[config.mk]
export PLATFORM = sky130hd
export DESIGN_NAME = td_status_update
export DESIGN_NICKNAME = d
export VERILOG_FILES = /design/src/rtl/td_upd_pkg.sv /design/src/rtl/td_token_decode.sv /design/src/rtl/td_status_rules.sv /design/src/rtl/td_status_update.sv
export SDC_FILE = /design/constraint.sdc
export NUM_CORES = 1
export LEC_CHECK = 0
export BUFFER_PORTS_ARGS = -buffer_cell sky130_fd_sc_hd__buf_2
export CAP_MARGIN = 20
export CORE_ASPECT_RATIO = 1.2
export CORE_MARGIN = 3
export CORE_UTILIZATION = 40
export CTS_CLUSTER_SIZE = 16
export DETAILED_ROUTE_END_ITERATION = 10
export PLACE_DENSITY = 0.79
export RECOVER_POWER = 50
export SLEW_MARGIN = 20
export SYNTH_ARGS = -nofsm -noshare
export SYNTH_HDL_FRONTEND = slang
export SYNTH_SLANG_ARGS = --single-unit
[constraint.sdc]
create_clock -name clk_i -period 0.8 [get_ports clk_i]
set_input_delay 0.16 -clock clk_i [delete_from_list [all_inputs] [get_ports clk_i]]
set_output_delay 0.16 -clock clk_i [all_outputs]
set_load 0.01 [all_outputs]
[src/rtl/td_upd_pkg.sv]
package td_upd_pkg;
  localparam int CW = 32;
  localparam int LW = 11;

  localparam int B_SPD   = 29;
  localparam int B_ERRHI = 28;
  localparam int B_ERRLO = 27;
  localparam int B_IOS   = 25;
  localparam int B_IOC   = 24;
  localparam int B_ACT   = 23;
  localparam int B_STALL = 22;
  localparam int B_BAB   = 20;
  localparam int B_NAK   = 19;
  localparam int B_TMO   = 18;

  localparam logic [7:0] PID_IN    = 8'h69;
  localparam logic [7:0] PID_OUT   = 8'hE1;
  localparam logic [7:0] PID_SETUP = 8'h2D;

  typedef enum logic [2:0] {
    RES_OK     = 3'd0,
    RES_STALL  = 3'd1,
    RES_NAK    = 3'd2,
    RES_BABBLE = 3'd3,
    RES_NODEV  = 3'd4
  } res_e;

  typedef enum logic [1:0] {
    DISP_OK    = 2'd0,
    DISP_SKIP  = 2'd1,
    DISP_FATAL = 2'd2
  } disp_e;

  typedef struct packed {
    logic [7:0]    pid;
    logic [6:0]    dev;
    logic [3:0]    ep;
    logic [LW-1:0] max_len;
  } tok_t;
endpackage

[src/rtl/td_token_decode.sv]
module td_token_decode
  import td_upd_pkg::*;
(
  input  logic [CW-1:0] token_i,
  output tok_t          tok_o
);
  always_comb begin
    tok_o.pid     = token_i[7:0];
    tok_o.dev     = token_i[14:8];
    tok_o.ep      = token_i[18:15];
    tok_o.max_len = token_i[31:21] + LW'(1);
  end
endmodule

[src/rtl/td_status_rules.sv]
module td_status_rules
  import td_upd_pkg::*;
#(
  parameter int LEN_W = 12
) (
  input  logic [CW-1:0]    ctrl_i,
  input  tok_t             tok_i,
  input  logic [2:0]       result_i,
  input  logic [LEN_W-1:0] len_i,
  output logic [CW-1:0]    ctrl_o,
  output logic [1:0]       irq_o,
  output logic             usb_err_o,
  output logic             pid_err_o,
  output disp_e            disp_o
);
  logic known, is_in, is_setup, go_err, go_bab;
  logic [1:0]    err_dec;
  logic [LW-1:0] len_m1;
  logic [LEN_W-1:0] max_ext;

  assign is_in    = tok_i.pid == PID_IN;
  assign is_setup = tok_i.pid == PID_SETUP;
  assign known    = is_in || is_setup || (tok_i.pid == PID_OUT);
  assign len_m1   = len_i[LW-1:0] - LW'(1);
  assign max_ext  = LEN_W'(tok_i.max_len);
  assign err_dec  = ctrl_i[B_ERRHI:B_ERRLO] - 2'd1;

  always_comb begin
    ctrl_o    = ctrl_i;
    irq_o     = '0;
    usb_err_o = 1'b0;
    pid_err_o = 1'b0;
    disp_o    = DISP_SKIP;
    go_err    = 1'b0;
    go_bab    = 1'b0;
    if (!ctrl_i[B_ACT]) begin
      ctrl_o = ctrl_i;
    end else if (!known) begin
      pid_err_o = 1'b1;
      disp_o    = DISP_FATAL;
    end else begin
      irq_o[0] = ctrl_i[B_IOC];
      if (ctrl_i[B_IOS]) ctrl_o[B_ACT] = 1'b0;
      case (res_e'(result_i))
        RES_OK: begin
          ctrl_o[LW-1:0] = len_m1;
          ctrl_o[B_ACT]  = 1'b0;
          ctrl_o[B_NAK]  = 1'b0;
          disp_o         = DISP_OK;
          if (is_in) begin
            if (len_i > max_ext) go_bab = 1'b1;
            else if (ctrl_i[B_SPD] && (len_i < max_ext)) begin
              irq_o[1] = 1'b1;
              disp_o   = DISP_SKIP;
            end
          end
        end
        RES_STALL: begin
          ctrl_o[B_STALL] = 1'b1;
          ctrl_o[B_ACT]   = 1'b0;
        end
        RES_NAK: begin
          ctrl_o[B_NAK] = 1'b1;
          go_err        = is_setup;
        end
        RES_BABBLE: go_bab = 1'b1;
        default:    go_err = 1'b1;
      endcase
      if (go_bab) begin
        ctrl_o[B_BAB]   = 1'b1;
        ctrl_o[B_STALL] = 1'b1;
        ctrl_o[B_ACT]   = 1'b0;
        disp_o          = DISP_FATAL;
      end
      if (go_err) begin
        ctrl_o[B_TMO] = 1'b1;
        disp_o        = DISP_SKIP;
        // zero counter means unlimited retries
        if (ctrl_i[B_ERRHI:B_ERRLO] != 2'd0) begin
          ctrl_o[B_ERRHI:B_ERRLO] = err_dec;
          if (err_dec == 2'd0) begin
            ctrl_o[B_ACT] = 1'b0;
            usb_err_o     = 1'b1;
          end
        end
      end
    end
  end
endmodule

[src/rtl/td_status_update.sv]
module td_status_update
  import td_upd_pkg::*;
#(
  parameter int LEN_W = 12
) (
  input  logic             clk_i,
  input  logic             rst_ni,
  input  logic             valid_i,
  input  logic [31:0]      ctrl_i,
  input  logic [31:0]      token_i,
  input  logic [2:0]       result_i,
  input  logic [LEN_W-1:0] len_i,
  output logic             valid_o,
  output logic [31:0]      ctrl_o,
  output logic             changed_o,
  output logic [1:0]       irq_mask_o,
  output logic             usb_err_o,
  output logic             pid_err_o,
  output logic [1:0]       disp_o,
  output logic [7:0]       pid_o,
  output logic [6:0]       dev_addr_o,
  output logic [3:0]       endp_o,
  output logic [10:0]      max_len_o
);
  tok_t          tok;
  logic [CW-1:0] ctrl_n;
  logic [1:0]    irq_n;
  logic          uerr_n, perr_n;
  disp_e         disp_n;

  td_token_decode u_dec (
    .token_i (token_i),
    .tok_o   (tok)
  );

  td_status_rules #(.LEN_W(LEN_W)) u_rules (
    .ctrl_i    (ctrl_i),
    .tok_i     (tok),
    .result_i  (result_i),
    .len_i     (len_i),
    .ctrl_o    (ctrl_n),
    .irq_o     (irq_n),
    .usb_err_o (uerr_n),
    .pid_err_o (perr_n),
    .disp_o    (disp_n)
  );

  always_ff @(posedge clk_i or negedge rst_ni) begin
    if (!rst_ni) begin
      valid_o    <= 1'b0;
      ctrl_o     <= '0;
      changed_o  <= 1'b0;
      irq_mask_o <= '0;
      usb_err_o  <= 1'b0;
      pid_err_o  <= 1'b0;
      disp_o     <= '0;
      pid_o      <= '0;
      dev_addr_o <= '0;
      endp_o     <= '0;
      max_len_o  <= '0;
    end else begin
      valid_o    <= valid_i;
      ctrl_o     <= ctrl_n;
      changed_o  <= ctrl_n != ctrl_i;
      irq_mask_o <= irq_n;
      usb_err_o  <= uerr_n;
      pid_err_o  <= perr_n;
      disp_o     <= disp_n;
      pid_o      <= tok.pid;
      dev_addr_o <= tok.dev;
      endp_o     <= tok.ep;
      max_len_o  <= tok.max_len;
    end
  end


  lat_chk: assert property (@(posedge clk_i) disable iff (!rst_ni)
    valid_i |=> valid_o);

  inactive_chk: assert property (@(posedge clk_i) disable iff (!rst_ni)
    (valid_o && !$past(ctrl_i[B_ACT])) |->
      (ctrl_o == $past(ctrl_i) && disp_o == DISP_SKIP && irq_mask_o == 2'b00));

  pid_chk: assert property (@(posedge clk_i) disable iff (!rst_ni)
    pid_err_o |-> (disp_o == DISP_FATAL && ctrl_o == $past(ctrl_i) && !changed_o));

  fatal_chk: assert property (@(posedge clk_i) disable iff (!rst_ni)
    (disp_o == DISP_FATAL && !pid_err_o) |->
      (ctrl_o[B_BAB] && ctrl_o[B_STALL] && !ctrl_o[B_ACT]));

  spd_chk: assert property (@(posedge clk_i) disable iff (!rst_ni)
    irq_mask_o[1] |-> (disp_o == DISP_SKIP && $past(token_i[7:0]) == PID_IN));

  uerr_chk: assert property (@(posedge clk_i) disable iff (!rst_ni)
    usb_err_o |-> (ctrl_o[B_ERRHI:B_ERRLO] == 2'd0 && !ctrl_o[B_ACT] && ctrl_o[B_TMO]
                   && $past(ctrl_i[B_ERRHI:B_ERRLO]) == 2'd1));
endmodule

* Yosys cells after proc, flatten, opt, wreduce, memory -nomap -nowiden
Cells that the tools add are included.
** Operators by class
- Add/subtract/negate cells :: 3
- Multiply operators :: 0
- Div/mod/pow operators :: 0
- $lt $le $gt $ge :: 2
- Eq/ne operators :: 7
- Shifts and indexed selects :: 0
- Muxes and demuxes :: 50
- Bitwise logic cells :: 0
- Reductions and logical operators :: 8
** Operators by type and width (count)
- $mux 11 :: 3
- $mux 2 :: 15
- $mux 1 :: 27
- $ne 18x18->1 :: 1
- $gt 12x11->1 :: 1
- $lt 12x11->1 :: 1
- $add 11x1->11 const B :: 1
- $sub 11x1->11 const B :: 1
- $eq 8x6->1 const B :: 1
- $eq 8x7->1 const B :: 1
- $eq 8x8->1 const B :: 1
- $eq 3x2->1 const B :: 2
- $mux 3 :: 2
- $pmux 1 s2 :: 3
- $eq 3x1->1 const B :: 1
- $logic_not 3->1 :: 1
- $reduce_or 3->1 :: 1
- $logic_not 2->1 :: 1
- $logic_or 1x1->1 :: 2
- $reduce_bool 2->1 :: 1
- $reduce_or 2->1 :: 1
- $sub 2x1->2 const B :: 1
- $logic_and 1x1->1 :: 1
** Storage, ports and cells
- Register bits after elaboration :: 70
- Latch bits :: 0
- Memory bits (writable) :: 0
- ROM bits :: 0
- Input port bits :: 82
- Output and inout bits :: 70
- Logic and storage cells :: 81
- Memories kept :: 0

* Depth between registers and ports, before layout
Gate-level depths: netlist of the first run.
- Depth after elaboration :: 14
- Depth in mapped cells :: 12
- Gate-level depth less buffers :: 12

* Hierarchy
A second synthesis of the first run with hierarchy kept.
** Unflattened totals
- Cells, all modules :: 292
- Area total of the unflattened synthesis :: 3392.0 um2
** By module, submodules not included
- td_status_update :: instances 1, cells an instance 113, area an instance 2098.3 um2, sequential area each 1751.7 um2
- td_status_rules :: instances 1, cells an instance 138, area an instance 987.2 um2, sequential area each 0.0 um2
- td_token_decode :: instances 1, cells an instance 41, area an instance 306.5 um2, sequential area each 0.0 um2

* Worst setup path before layout of the first run
Ideal clock, no wire load.
- Path kind :: input to register
- From :: input token_i[21]
- To :: register disp_o[0]
- Arrival :: 2.096 ns
- Required time :: 0.705 ns
- Path slack :: -1.391 ns
- Stages :: 11
- Buffers on the path :: 0
- Cells stage by stage :: ha_1 -> nand3_1 -> nor4_1 -> xnor2_1 -> ha_1 -> and4b_1 -> nand3_1 -> or2_1 -> o2111ai_1 -> o21ai_1 -> o31ai_1
** On the way
- Cells in the longest elaborated chain, start to end :: 11
- Elaborated cells on any way between the ends :: 17
- Those cells by class :: add/sub (1); order compare (2); mux (13); reduce/logical (1)
** Ends and longest elaborated chain
- start: declaration :: line td_status_update.sv:10 : input logic [31:0] token_i,
- $add 11x1->11 * :: line td_token_decode.sv:11 : tok_o.max_len = token_i[31:21] + LW'(1);
- $gt 12x11->1 or $lt 12x11->1 (tied branches) :: line td_status_rules.sv:51, td_status_rules.sv:52
- $mux 1 or $logic_and 1x1->1 (tied branches) :: line td_status_rules.sv:51, td_status_rules.sv:52
- $mux 1, on equally long branches :: line td_status_rules.sv:50, td_status_rules.sv:52
- $pmux 1 s2 or $mux 1 (tied branches) :: line td_status_rules.sv:44, td_status_rules.sv:51
- $mux 1 or $mux 2 (tied branches) :: line td_status_rules.sv:38, td_status_rules.sv:50
- $mux 1 or $mux 2 (tied branches) :: line td_status_rules.sv:36, td_status_rules.sv:44
- $mux 2 * :: line td_status_rules.sv:69 : if (go_bab) begin
- $mux 2 * :: line td_status_rules.sv:75 : if (go_err) begin
- $mux 2 * :: line td_status_rules.sv:38 : end else if (!known) begin
- $mux 2 * :: line td_status_rules.sv:36 : if (!ctrl_i[B_ACT]) begin
- named net disp_n[0] :: line td_status_update.sv:29 : disp_e disp_n;
- end signal: assignment :: line td_status_update.sv:68 : disp_o <= disp_n;
- end: declaration :: line td_status_update.sv:19 : output logic [1:0] disp_o,
Mark *: on every way through the listed nets, which the timed path passes. The rest lies on a longest branch. The select of a mux whose other input is x is not followed.

* Worst setup path after layout of the first run
- From :: input token_i[22]
- To :: register disp_o[0]
Same word-level chain as after synthesis.

==> results of run 1 <==
-- final cells by class --
type / instances / area, µm² / area share
Tap cell: 85 / 106 / 0.0192
Multi-Input combinational cell: 134 / 1390 / 0.252
Timing Repair Buffer: 253 / 1990 / 0.360
Clock inverter: 6 / 92.6 / 0.0167
Inverter: 15 / 61.3 / 0.0111
Clock buffer: 10 / 138 / 0.0249
Sequential cell: 70 / 1750 / 0.317
-- state kept, by name, indices dropped and copies added (netlist names) --
| signal | flops |
|---|---|
| disp_o | 2 |
| pid_err_o | 1 |
| pid_o | 8 |
| max_len_o | 11 |
| dev_addr_o | 7 |
| changed_o | 1 |
| endp_o | 4 |
| valid_o | 1 |
| usb_err_o | 1 |
| ctrl_o | 32 |
| irq_mask_o | 2 |
-- kinds of logic (layout without fill, tap and decap cells) --
logic type / after synthesis / count (layout) / synth area share
AO/OA/AOI/OAI: 32 / 32 / 0.0726
multiplexers: 2 / 2 / 0.00817
XOR/XNOR: 17 / 17 / 0.0540
flip-flops: 70 / 70 / 0.635
AND/OR/NAND/NOR: 70 / 70 / 0.146
adder cells (fa/ha/maj): 13 / 13 / 0.0590
buffers and inverters: 17 / 284 / 0.0250
-- worst max-delay path, cell delays in order --
cell and delay, ns:
sky130_fd_sc_hd__buf_8 0.11, sky130_fd_sc_hd__ha_4 0.16, sky130_fd_sc_hd__nand3_4 0.09, sky130_fd_sc_hd__nor2_4 0.04
sky130_fd_sc_hd__buf_4 0.14, sky130_fd_sc_hd__xnor2_1 0.22, sky130_fd_sc_hd__ha_1 0.30, sky130_fd_sc_hd__o21ai_0 0.19
sky130_fd_sc_hd__nor2_1 0.09, sky130_fd_sc_hd__o21a_1 0.21, sky130_fd_sc_hd__and4bb_1 0.31, sky130_fd_sc_hd__nor2b_1 0.06
sky130_fd_sc_hd__o31ai_1 0.25
-- power breakdown --
group | internal (W) | leakage [nW] | switching (W)
Clock | 0.00186 | 0.109 | 0.00158
Combinational | 0.000970 | 1.73 | 0.000892
Sequential | 0.00372 | 0.825 | 0.0000925
-- layout by cell type, fill, tap and decap left out, types with 5 or more instances in the layout --
| cell type | netlist | layout |
|---|---|---|
| sky130_fd_sc_hd__inv_1 | 13 | 10 |
| sky130_fd_sc_hd__dlygate4sd3_1 | 0 | 36 |
| sky130_fd_sc_hd__clkbuf_8 | 0 | 10 |
| sky130_fd_sc_hd__a21oi_2 | 0 | 7 |
| sky130_fd_sc_hd__xor2_1 | 5 | 5 |
| sky130_fd_sc_hd__ha_1 | 13 | 10 |
| sky130_fd_sc_hd__nor2_1 | 21 | 5 |
| sky130_fd_sc_hd__buf_2 | 1 | 109 |
| sky130_fd_sc_hd__buf_8 | 0 | 8 |
| sky130_fd_sc_hd__nor2_4 | 0 | 13 |
| sky130_fd_sc_hd__xnor2_1 | 12 | 7 |
| sky130_fd_sc_hd__buf_4 | 1 | 48 |
| sky130_fd_sc_hd__dfrtp_1 | 70 | 70 |
| sky130_fd_sc_hd__buf_6 | 0 | 48 |
-- what timing repair did --
item,in CTS,in global routing
pin swaps,35,24
buffers inserted,14,12
endpoints found under the hold margin,105,0
hold buffers,36,0
endpoints found under the setup margin,97,98
gates resized for setup,79,68
-- layer usage --
metal | track usage | part of all wire
met1 | 0.294 | 0.34
met2 | 0.505 | 0.51
met3 | 0.0708 | 0.088
met4 | 0.106 | 0.067
met5 | 0 | 0
-- stage by stage --
step | power [W] | instances
finish | 0.00911 | 573
global route | 0.00935 | 573
CTS | 0.00865 | 565
detailed placement | 0.00506 | 500
global placement | 0.00500 | 500
floorplan | 0.00426 | 221
-- path summary, 6_finish.rpt --
check,start,to
max,token_i[22],disp_o[0]
min,ctrl_i[20],ctrl_o[20]
max in group asynchronous,rst_ni,ctrl_o[3]
min in group asynchronous,rst_ni,dev_addr_o[4]
==> Implementation_results.wiki, run 1 <==
{| class="wikitable"
! Metric !! Value
|-
| TritonCTS clock tree || yes
|-
| Standby leakage power || 2.67 nW
|-
| Setup repair after global routing missed its margin || yes
|-
| Worst setup path category || input pin to flop
|-
| Final antenna-violating net count || 0
|-
| Post-synthesis async set-or-reset flop share || 1.00
|-
| Via count || 3,114
|-
| Upper clock frequency limit || 0.478 GHz
|-
| Worst Setup Start Kind || input pin
|-
| Detailed Route WL || 13,900 µm
|-
| Clock slew at reported path FFs || 0.07 ns
|-
| Worst path required time || 1.05 ns
|-
| CP max FO || 3
|-
| Ratio of routed vias to standard cells || 5.43
|-
| Total overflow reported by the global router || 0
|-
| Post-Place Setup Slack || -1.62 ns
|-
| Number of slew-limit violations in the final report || 0
|-
| Path category of the worst min-delay check || input pin to flop
|-
| Worst Setup End Kind || flop
|-
| Most frequent cells after synthesis || sky130_fd_sc_hd__dfrtp_1, sky130_fd_sc_hd__nor2_1, sky130_fd_sc_hd__ha_1, sky130_fd_sc_hd__inv_1
|-
| PD cells || 1650 nW/µm²
|-
| Sink Count || 70
|-
| Peak supply drop || 0.00122 V
|-
| Leading register cell type out of synthesis || sky130_fd_sc_hd__dfrtp_1
|-
| Min-Delay Path Depth || 2
|-
| Global router's overall resource usage || 0.277
|-
| Synth Net Count || 316
|-
| Fraction of final layout cells sized beyond drive strength 1 || 0.629
|-
| Average wire per standard cell || 24.2 µm
|-
| Time the worst path needs with I/O delays and setup || 2.09 ns
|-
| #FFs+latches synth || 70
|-
| Clock Path Buffers || 2
|-
| Maximum number of pins on one net before global-route repair || 41
|-
| Most common cell in the synthesized netlist || sky130_fd_sc_hd__dfrtp_1
|-
| Count of buffers inserted at the top-level ports || 149
|-
| Syn-to-layout area delta || 101%
|-
| Number of global-route vias before repair || 3,159
|-
| Number of top-level pins || 152
|-
| Count of endpoints failing setup in the final report || 96
|-
| Number of enable flip-flop cells after synthesis || 0
|-
| Placed inst area || 4120 µm²
|-
| Final-layout setup total negative slack || -29.79 ns
|-
| Cell type contributing the most total cell area after synthesis || sky130_fd_sc_hd__dfrtp_1
|-
| HPWL after detailed placement || 6330 µm
|-
| Arrival time at the worst endpoint || 2.34 ns
|-
| Detailed-router iteration count before antenna repair || 4
|-
| Number of warnings issued by yosys || 0
|-
| Core Rows || 32
|-
| Filler cell count || 284
|-
| Count of mapped cells out of synthesis || 221
|-
| Starting density of the core || 0.420
|-
| Number of antenna violations at the first check in global routing || 0
|-
| Top cell type's share of synthesized area || 0.635
|-
| Die Y-Extent || 97.0 µm
|-
| DR DRC count || 0
|-
| Setup WS post-layout || -1.29 ns
|-
| Sequential-to-total area share from yosys stat || 0.635
|-
| Iter 0 DRT Violations || 275
|-
| Slew at the pin closest to its max-slew limit || 0.405 ns
|-
| Clk root buf || sky130_fd_sc_hd__clkbuf_8
|-
| TritonCTS Buffers || 9
|-
| Result of the run || complete, but fails checks
|-
| Antenna Diode Count || 0
|-
| H-tree level count || 3
|-
| Final estimated routing congestion in global placement || 0.911
|-
| Post-Route Hold Slack || 0.0190 ns
|-
| Max-cap violations || 0
|-
| Final core area utilization || 0.843
|-
| Post-synthesis instance area || 2760 µm²
|-
| Violated checks || negative setup slack
|-
| Placeable Area || 6570 µm²
|-
| Hold violation count in the final report || 0
|-
| Relative slew margins || 0.727
|-
| Number of distinct standard cells referenced by the synthesized netlist || 44
|-
| Synth area leaders || sky130_fd_sc_hd__dfrtp_1, sky130_fd_sc_hd__ha_1, sky130_fd_sc_hd__xnor2_1
|-
| Final net count || 578
|-
| Synth Area per Inst || 12.5 µm²
|-
| Total non-filler cell area in the finished layout || 5530 µm²
|-
| Global-route wire length before repair || 16,300 µm
|-
| Horizontal extent of the die || 81.8 µm
|-
| Period utilisation layout || 2.61
|-
| Floorplan die area || 7930 µm²
|}
(Power assumes the default switching activity.)
==> run 2: changes to the inputs <==
Settings changed: CORE_MARGIN 3 to 2, PLACE_DENSITY 0.79 to 0.76, SYNTH_HIERARCHICAL set to 1.
==> Implementation_results.wiki, run 2 <==
{| class="wikitable"
! Metric !! Value
|-
| Post-synthesis instance area || 3390 µm²
|-
| Leading cell types in the layout, fill and taps excluded || sky130_fd_sc_hd__buf_2, sky130_fd_sc_hd__buf_4, sky130_fd_sc_hd__dfrtp_1, sky130_fd_sc_hd__buf_6, sky130_fd_sc_hd__xnor2_1
|-
| CP max FO || 5
|-
| Clock slew at reported path FFs || 0.07 ns
|-
| Period utilisation layout || 3.26
|-
| Arrival time at the worst endpoint || 2.84 ns
|-
| TritonCTS clock tree || yes
|-
| Synth area leaders || sky130_fd_sc_hd__dfrtp_1, sky130_fd_sc_hd__xnor2_1, sky130_fd_sc_hd__buf_4
|-
| Core Rows || 36
|-
| Global router's overall resource usage || 0.224
|-
| Cell Count, Final, Fillers Out || 664
|-
| Final estimated routing congestion in global placement || 0.843
|-
| Via count || 3,094
|-
| Maximum number of pins on one net before global-route repair || 37
|-
| Stage delay of the slowest cell on the critical path || 0.41 ns
|-
| Count of endpoints failing setup in the final report || 95
|-
| Total overflow reported by the global router || 0
|-
| Upper clock frequency limit || 0.383 GHz
|-
| Detailed-router iteration count before antenna repair || 4
|-
| Slew at the pin closest to its max-slew limit || 0.388 ns
|-
| Violated checks || negative setup slack
|-
| Sink Count || 70
|-
| Top Registers || ctrl_o (32), max_len_o (11), pid_o (8)
|-
| Total non-filler cell area in the finished layout || 5990 µm²
|-
| Post-synthesis async set-or-reset flop share || 1.00
|-
| Max FFs per register || 32
|-
| Filler cell count || 578
|-
| Detailed Route WL || 10,500 µm
|-
| H-tree level count || 3
|-
| Standby leakage power || 2.84 nW
|-
| Syn-to-layout area delta || 76.6%
|-
| Top cell type's share of synthesized area || 0.516
|-
| HPWL after detailed placement || 7020 µm
|-
| Cell type contributing the most total cell area after synthesis || sky130_fd_sc_hd__dfrtp_1
|-
| Worst setup path category || input pin to flop
|-
| Final-layout setup total negative slack || -29.24 ns
|-
| Average wire per standard cell || 15.7 µm
|-
| Floorplan die area || 9240 µm²
|-
| Ratio of routed vias to standard cells || 4.66
|-
| Number of distinct standard cells referenced by the synthesized netlist || 48
|-
| #FFs+latches synth || 70
|-
| Slowest cell on the critical path || sky130_fd_sc_hd__o311a_4
|-
| Number of enable flip-flop cells after synthesis || 0
|-
| Crit path buffers/inverters || 2
|-
| Peak supply drop || 0.000895 V
|-
| Final antenna-violating net count || 0
|-
| Antenna Diode Count || 0
|-
| Result of the run || complete, but fails checks
|-
| Hold violation count in the final report || 0
|-
| PD cells || 1410 nW/µm²
|-
| Number of top-level pins || 152
|-
| Leading register cell type out of synthesis || sky130_fd_sc_hd__dfrtp_1
|-
| Max-cap violations || 0
|-
| Final core area utilization || 0.731
|-
| Number of global-route vias before repair || 3,404
|-
| Placed inst area || 4800 µm²
|-
| Design Power || 0.00843 W
|-
| Count of mapped cells out of synthesis || 292
|-
| Iter 0 DRT Violations || 43
|-
| Most frequent cells after synthesis || sky130_fd_sc_hd__dfrtp_1, sky130_fd_sc_hd__xnor2_1, sky130_fd_sc_hd__buf_4
|-
| Setup repair after global routing missed its margin || yes
|-
| Family with the most delay on the worst path || compound AO/OA/AOI/OAI gates
|-
| Clock Path Buffers || 2
|-
| Time the worst path needs with I/O delays and setup || 2.61 ns
|-
| Relative slew margins || 0.739
|-
| Synth Area per Inst || 11.6 µm²
|-
| Horizontal extent of the die || 88.1 µm
|-
| List of cells traversed by the critical path || buf_8 > and4_4 > nand4_1 > xnor2_2 > inv_2 > ha_4 > a211oi_2 > nand2_1 > o311a_4 > a211o_1 > xnor2_1 > nand4_1 > nor4_2 > nand2_1
|-
| Die Y-Extent || 105 µm
|-
| Number of slew-limit violations in the final report || 0
|-
| Starting density of the core || 0.414
|-
| Placeable Area || 8200 µm²
|-
| Worst path required time || 1.03 ns
|-
| Post-placement cell count || 599
|-
| Synth Net Count || 387
|-
| Number of antenna violations at the first check in global routing || 0
|-
| Worst Setup Start Kind || input pin
|-
| Largest register by flop count || ctrl_o
|-
| Fraction of final layout cells sized beyond drive strength 1 || 0.595
|-
| Storage cell area || 1750 µm²
|-
| Most common cell after layout, fill and taps aside || sky130_fd_sc_hd__buf_2
|-
| Setup WS post-layout || -1.81 ns
|-
| TritonCTS Buffers || 9
|-
| Clk root buf || sky130_fd_sc_hd__clkbuf_8
|-
| Final net count || 642
|-
| Footprint of the multi-input gates || 1790 µm²
|-
| Most common cell in the synthesized netlist || sky130_fd_sc_hd__dfrtp_1
|-
| Number of warnings issued by yosys || 6
|-
| Path category of the worst min-delay check || input pin to flop
|-
| Worst Setup End Kind || flop
|-
| Sequential-to-total area share from yosys stat || 0.516
|-
| DR DRC count || 0
|-
| Global-route wire length before repair || 15,700 µm
|-
| Count of buffers inserted at the top-level ports || 149
|}
==> run 2: changes by cell type after synthesis, sizes merged, moves of 3 or more <==
cell and change:
and4bb -3, nor4 +4, xnor2 +34, nor2 -9, inv +5, a31oi -3
nand2 +3, buf +33, nand4 +13
==> run 2: final cells by class <==
cell class | count | area share
Timing Repair Buffer | 279 | 0.345
Multi-Input combinational cell | 168 | 0.298
Sequential cell | 70 | 0.292
Tap cell | 114 | 0.0238
Clock buffer | 12 | 0.0226
Inverter | 19 | 0.0119
Clock inverter | 2 | 0.00585
==> run 2: worst paths after layout <==
path	start	to	slack [ns]	depth (start not counted)
max in group asynchronous	rst_ni	ctrl_o[1]	0.14	3
worst min-delay path	ctrl_i[0]	ctrl_o[0]	0.08	2
min in group asynchronous	rst_ni	dev_addr_o[1]	0.41	3
worst max-delay path	token_i[24]	changed_o	-1.81	14
==> run 2: cell families after synthesis <==
| logic type | synth area share |
|---|---|
| simple gates | 0.132 |
| fa+ha+maj | 0.0480 |
| mux | 0.0159 |
| flops | 0.516 |
| xor+xnor | 0.127 |
| compound gates | 0.0583 |
| buf+inv | 0.103 |
==> run 2: metrics by stage <==
| stage | hold slack [ns] | setup WS, ns |
|---|---|---|
| finish | 0.0752 | -1.81 |
| global route | 0.0649 | -1.94 |
| CTS | 0.0520 | -1.76 |
| detailed placement | 0.149 | -2.26 |
| global placement | 0.142 | -2.09 |
| floorplan | -0.136 | -1.82 |
==> run 2: report_power, final <==
part	switching, W	internal [W]	total (W)
registers	0.0000573	0.00372	0.00378
logic	0.000925	0.00109	0.00201
clock network	0.00124	0.00140	0.00264
total	0.00222	0.00621	0.00843
==> run 2: metal layers <==
metal,GRT usage,share of wire,up-vias
li1,-,-,1472
met5,0,0,-
met1,0.235,0.34,1465
met3,0.0521,0.058,32
met2,0.407,0.57,125
met4,0.109,0.037,0
==> run 2: what timing repair did <==
| action | 4_1_cts | 5_1_grt |
|---|---|---|
| setup endpoints to repair | 95 | 97 |
| resized for setup | 73 | 43 |
| hold buffers | 33 | 0 |
| gates cloned | 1 | 0 |
| endpoints found under the hold margin | 102 | 0 |
| buffers inserted | 19 | 7 |
| pin swaps | 30 | 22 |
==> run 3: changes to the inputs <==
Settings changed: PLACE_DENSITY 0.76 to 0.79, SYNTH_HIERARCHICAL 1 to unset.
==> Implementation_results.wiki, run 3 (synthesis results as in run 1) <==
{| class="wikitable"
! Metric !! Value
|-
| Result of the run || complete, but fails checks
|-
| Violated checks || negative setup slack
|-
| Cell Count, Final, Fillers Out || 570
|-
| Global router's overall resource usage || 0.240
|-
| Floorplan die area || 7580 µm²
|-
| Upper clock frequency limit || 0.517 GHz
|-
| Time the worst path needs with I/O delays and setup || 1.93 ns
|-
| Number of top-level pins || 152
|-
| Final estimated routing congestion in global placement || 0.912
|-
| Fraction of final layout cells sized beyond drive strength 1 || 0.600
|-
| Syn-to-layout area delta || 92.9%
|-
| Horizontal extent of the die || 79.8 µm
|-
| Clock Path Buffers || 2
|-
| Top routing layer in use || met4
|-
| Starting density of the core || 0.407
|-
| Die Y-Extent || 95.0 µm
|-
| Sink Count || 70
|-
| Arrival time at the worst endpoint || 2.17 ns
|-
| Number of slew-limit violations in the final report || 0
|-
| Filler cell count || 417
|-
| Count of endpoints failing setup in the final report || 94
|-
| Count of buffers inserted at the top-level ports || 149
|-
| Post-Place Setup Slack || -1.57 ns
|-
| Period utilisation layout || 2.42
|-
| Top Registers || ctrl_o (32), max_len_o (11), pid_o (8)
|-
| TritonCTS clock tree || yes
|-
| Worst Setup End Kind || flop
|-
| Post-Route Hold Slack || 0.0188 ns
|-
| Final antenna-violating net count || 0
|-
| CP max FO || 3
|-
| Maximum number of pins on one net before global-route repair || 71
|-
| Relative slew margins || 0.643
|-
| Slew at the pin closest to its max-slew limit || 0.530 ns
|-
| Average wire per standard cell || 16.3 µm
|-
| Clk root buf || sky130_fd_sc_hd__clkbuf_8
|-
| Design Power || 0.00868 W
|-
| Hold violation count in the final report || 0
|-
| Leading cell types in the layout, fill and taps excluded || sky130_fd_sc_hd__buf_2, sky130_fd_sc_hd__dfrtp_1, sky130_fd_sc_hd__buf_4, sky130_fd_sc_hd__dlygate4sd3_1, sky130_fd_sc_hd__buf_6
|-
| Met1 layer wirelength in the final routing || 3190 µm
|-
| Peak supply drop || 0.00109 V
|-
| HPWL after detailed placement || 5850 µm
|-
| Detailed route wirelength on metal2 || 5420 µm
|-
| Setup WS post-layout || -1.13 ns
|-
| Antenna Diode Count || 0
|-
| Most common cell after layout, fill and taps aside || sky130_fd_sc_hd__buf_2
|-
| Met3 WL || 472 µm
|-
| Setup repair after global routing missed its margin || yes
|-
| Hold path endpoint || ctrl_o[22]
|-
| Largest register by flop count || ctrl_o
|-
| PD cells || 1630 nW/µm²
|-
| Max-cap violations || 0
|-
| Via count || 2,743
|-
| Placeable Area || 6770 µm²
|-
| Standby leakage power || 2.57 nW
|-
| Iter 0 DRT Violations || 89
|-
| Core Rows || 33
|-
| Final net count || 573
|-
| Detailed Route WL || 9280 µm
|-
| Number of antenna violations at the first check in global routing || 0
|-
| TritonCTS Buffers || 9
|-
| Global-route wire length before repair || 13,600 µm
|-
| Worst Setup Start Kind || input pin
|-
| Path category of the worst min-delay check || input pin to flop
|-
| DR DRC count || 0
|-
| Ratio of routed vias to standard cells || 4.81
|-
| Min-Delay Path Depth || 2
|-
| Worst setup path category || input pin to flop
|-
| Worst path required time || 1.04 ns
|-
| Max FFs per register || 32
|-
| H-tree level count || 3
|-
| Number of global-route vias before repair || 2,819
|-
| Hold path start || ctrl_i[22]
|-
| Total overflow reported by the global router || 0
|-
| Post-placement cell count || 509
|-
| Detailed-router iteration count before antenna repair || 4
|-
| Clock slew at reported path FFs || 0.09 ns
|}
==> run 3: power by group <==
group	internal, W	switching, W
Combinational	0.000855	0.000754
Clock	0.00186	0.00144
Sequential	0.00371	0.0000519
Total	0.00643	0.00225
==> run 3: what timing repair did <==
action,4_1_cts,5_1_grt
setup endpoints to repair,99,97
pin swaps,33,24
gates resized for setup,72,39
hold buffers,33,0
hold endpoints to repair,102,0
setup buffers,7,7
cloned,3,0
==> run 3: how the worst max path moves through the flow <==
stage | slack (ns) | end | depth (start not counted) | startpoint
4_1_cts | -1.06 | ctrl_o[22] | 13 | token_i[22]
2_1_floorplan | -1.23 | ctrl_o[22] | 11 | token_i[21]
3_5_place_dp | -1.57 | ctrl_o[22] | 12 | token_i[21]
5_1_grt | -1.23 | ctrl_o[22] | 13 | token_i[23]
6_report | -1.13 | disp_o[0] | 13 | token_i[23]
3_3_place_gp | -1.48 | ctrl_o[22] | 12 | token_i[21]
==> run 3: stage by stage <==
| stage | cell area (µm²) | utilization | TNS [ns] |
|---|---|---|---|
| floorplan | 2910 | - | -14.69 |
| global placement | 4190 | 0.619 | -22.01 |
| detailed placement | 4190 | 0.619 | -23.23 |
| CTS | 5170 | 0.763 | -25.21 |
| global route | 5320 | 0.785 | -29.69 |
| finish | 5320 | 0.785 | -25.67 |
==> run 3: area by class of cell <==
| cell class | instances | area [µm²] | area share |
|---|---|---|---|
| inverter | 15 | 58.8 | 0.0111 |
| tap | 87 | 109 | 0.0205 |
| timing repair buffer | 248 | 1810 | 0.340 |
| clock inverter | 6 | 92.6 | 0.0174 |
| sequential | 70 | 1750 | 0.329 |
| clock buffer | 10 | 138 | 0.0259 |
| multi-input combinational | 134 | 1360 | 0.256 |
==> run 3: routing by layer <==
metal  global-route usage  up-vias
met5                    0        -
li1                     -     1265
met2                0.473      106
met3               0.0459       15
met4               0.0960        0
met1                0.243     1357
==> run 3: critical path, stage by stage <==
cell                       delay, ns
sky130_fd_sc_hd__buf_8          0.09
sky130_fd_sc_hd__nand3_4        0.09
sky130_fd_sc_hd__nor2_4         0.13
sky130_fd_sc_hd__nand2_2        0.08
sky130_fd_sc_hd__nor2_4         0.11
sky130_fd_sc_hd__xnor2_2        0.09
sky130_fd_sc_hd__ha_1           0.31
sky130_fd_sc_hd__a21o_1         0.19
sky130_fd_sc_hd__a211oi_2       0.26
sky130_fd_sc_hd__o21ai_2        0.10
sky130_fd_sc_hd__and4bb_1       0.29
sky130_fd_sc_hd__nor2b_1        0.05
sky130_fd_sc_hd__o31ai_1        0.24
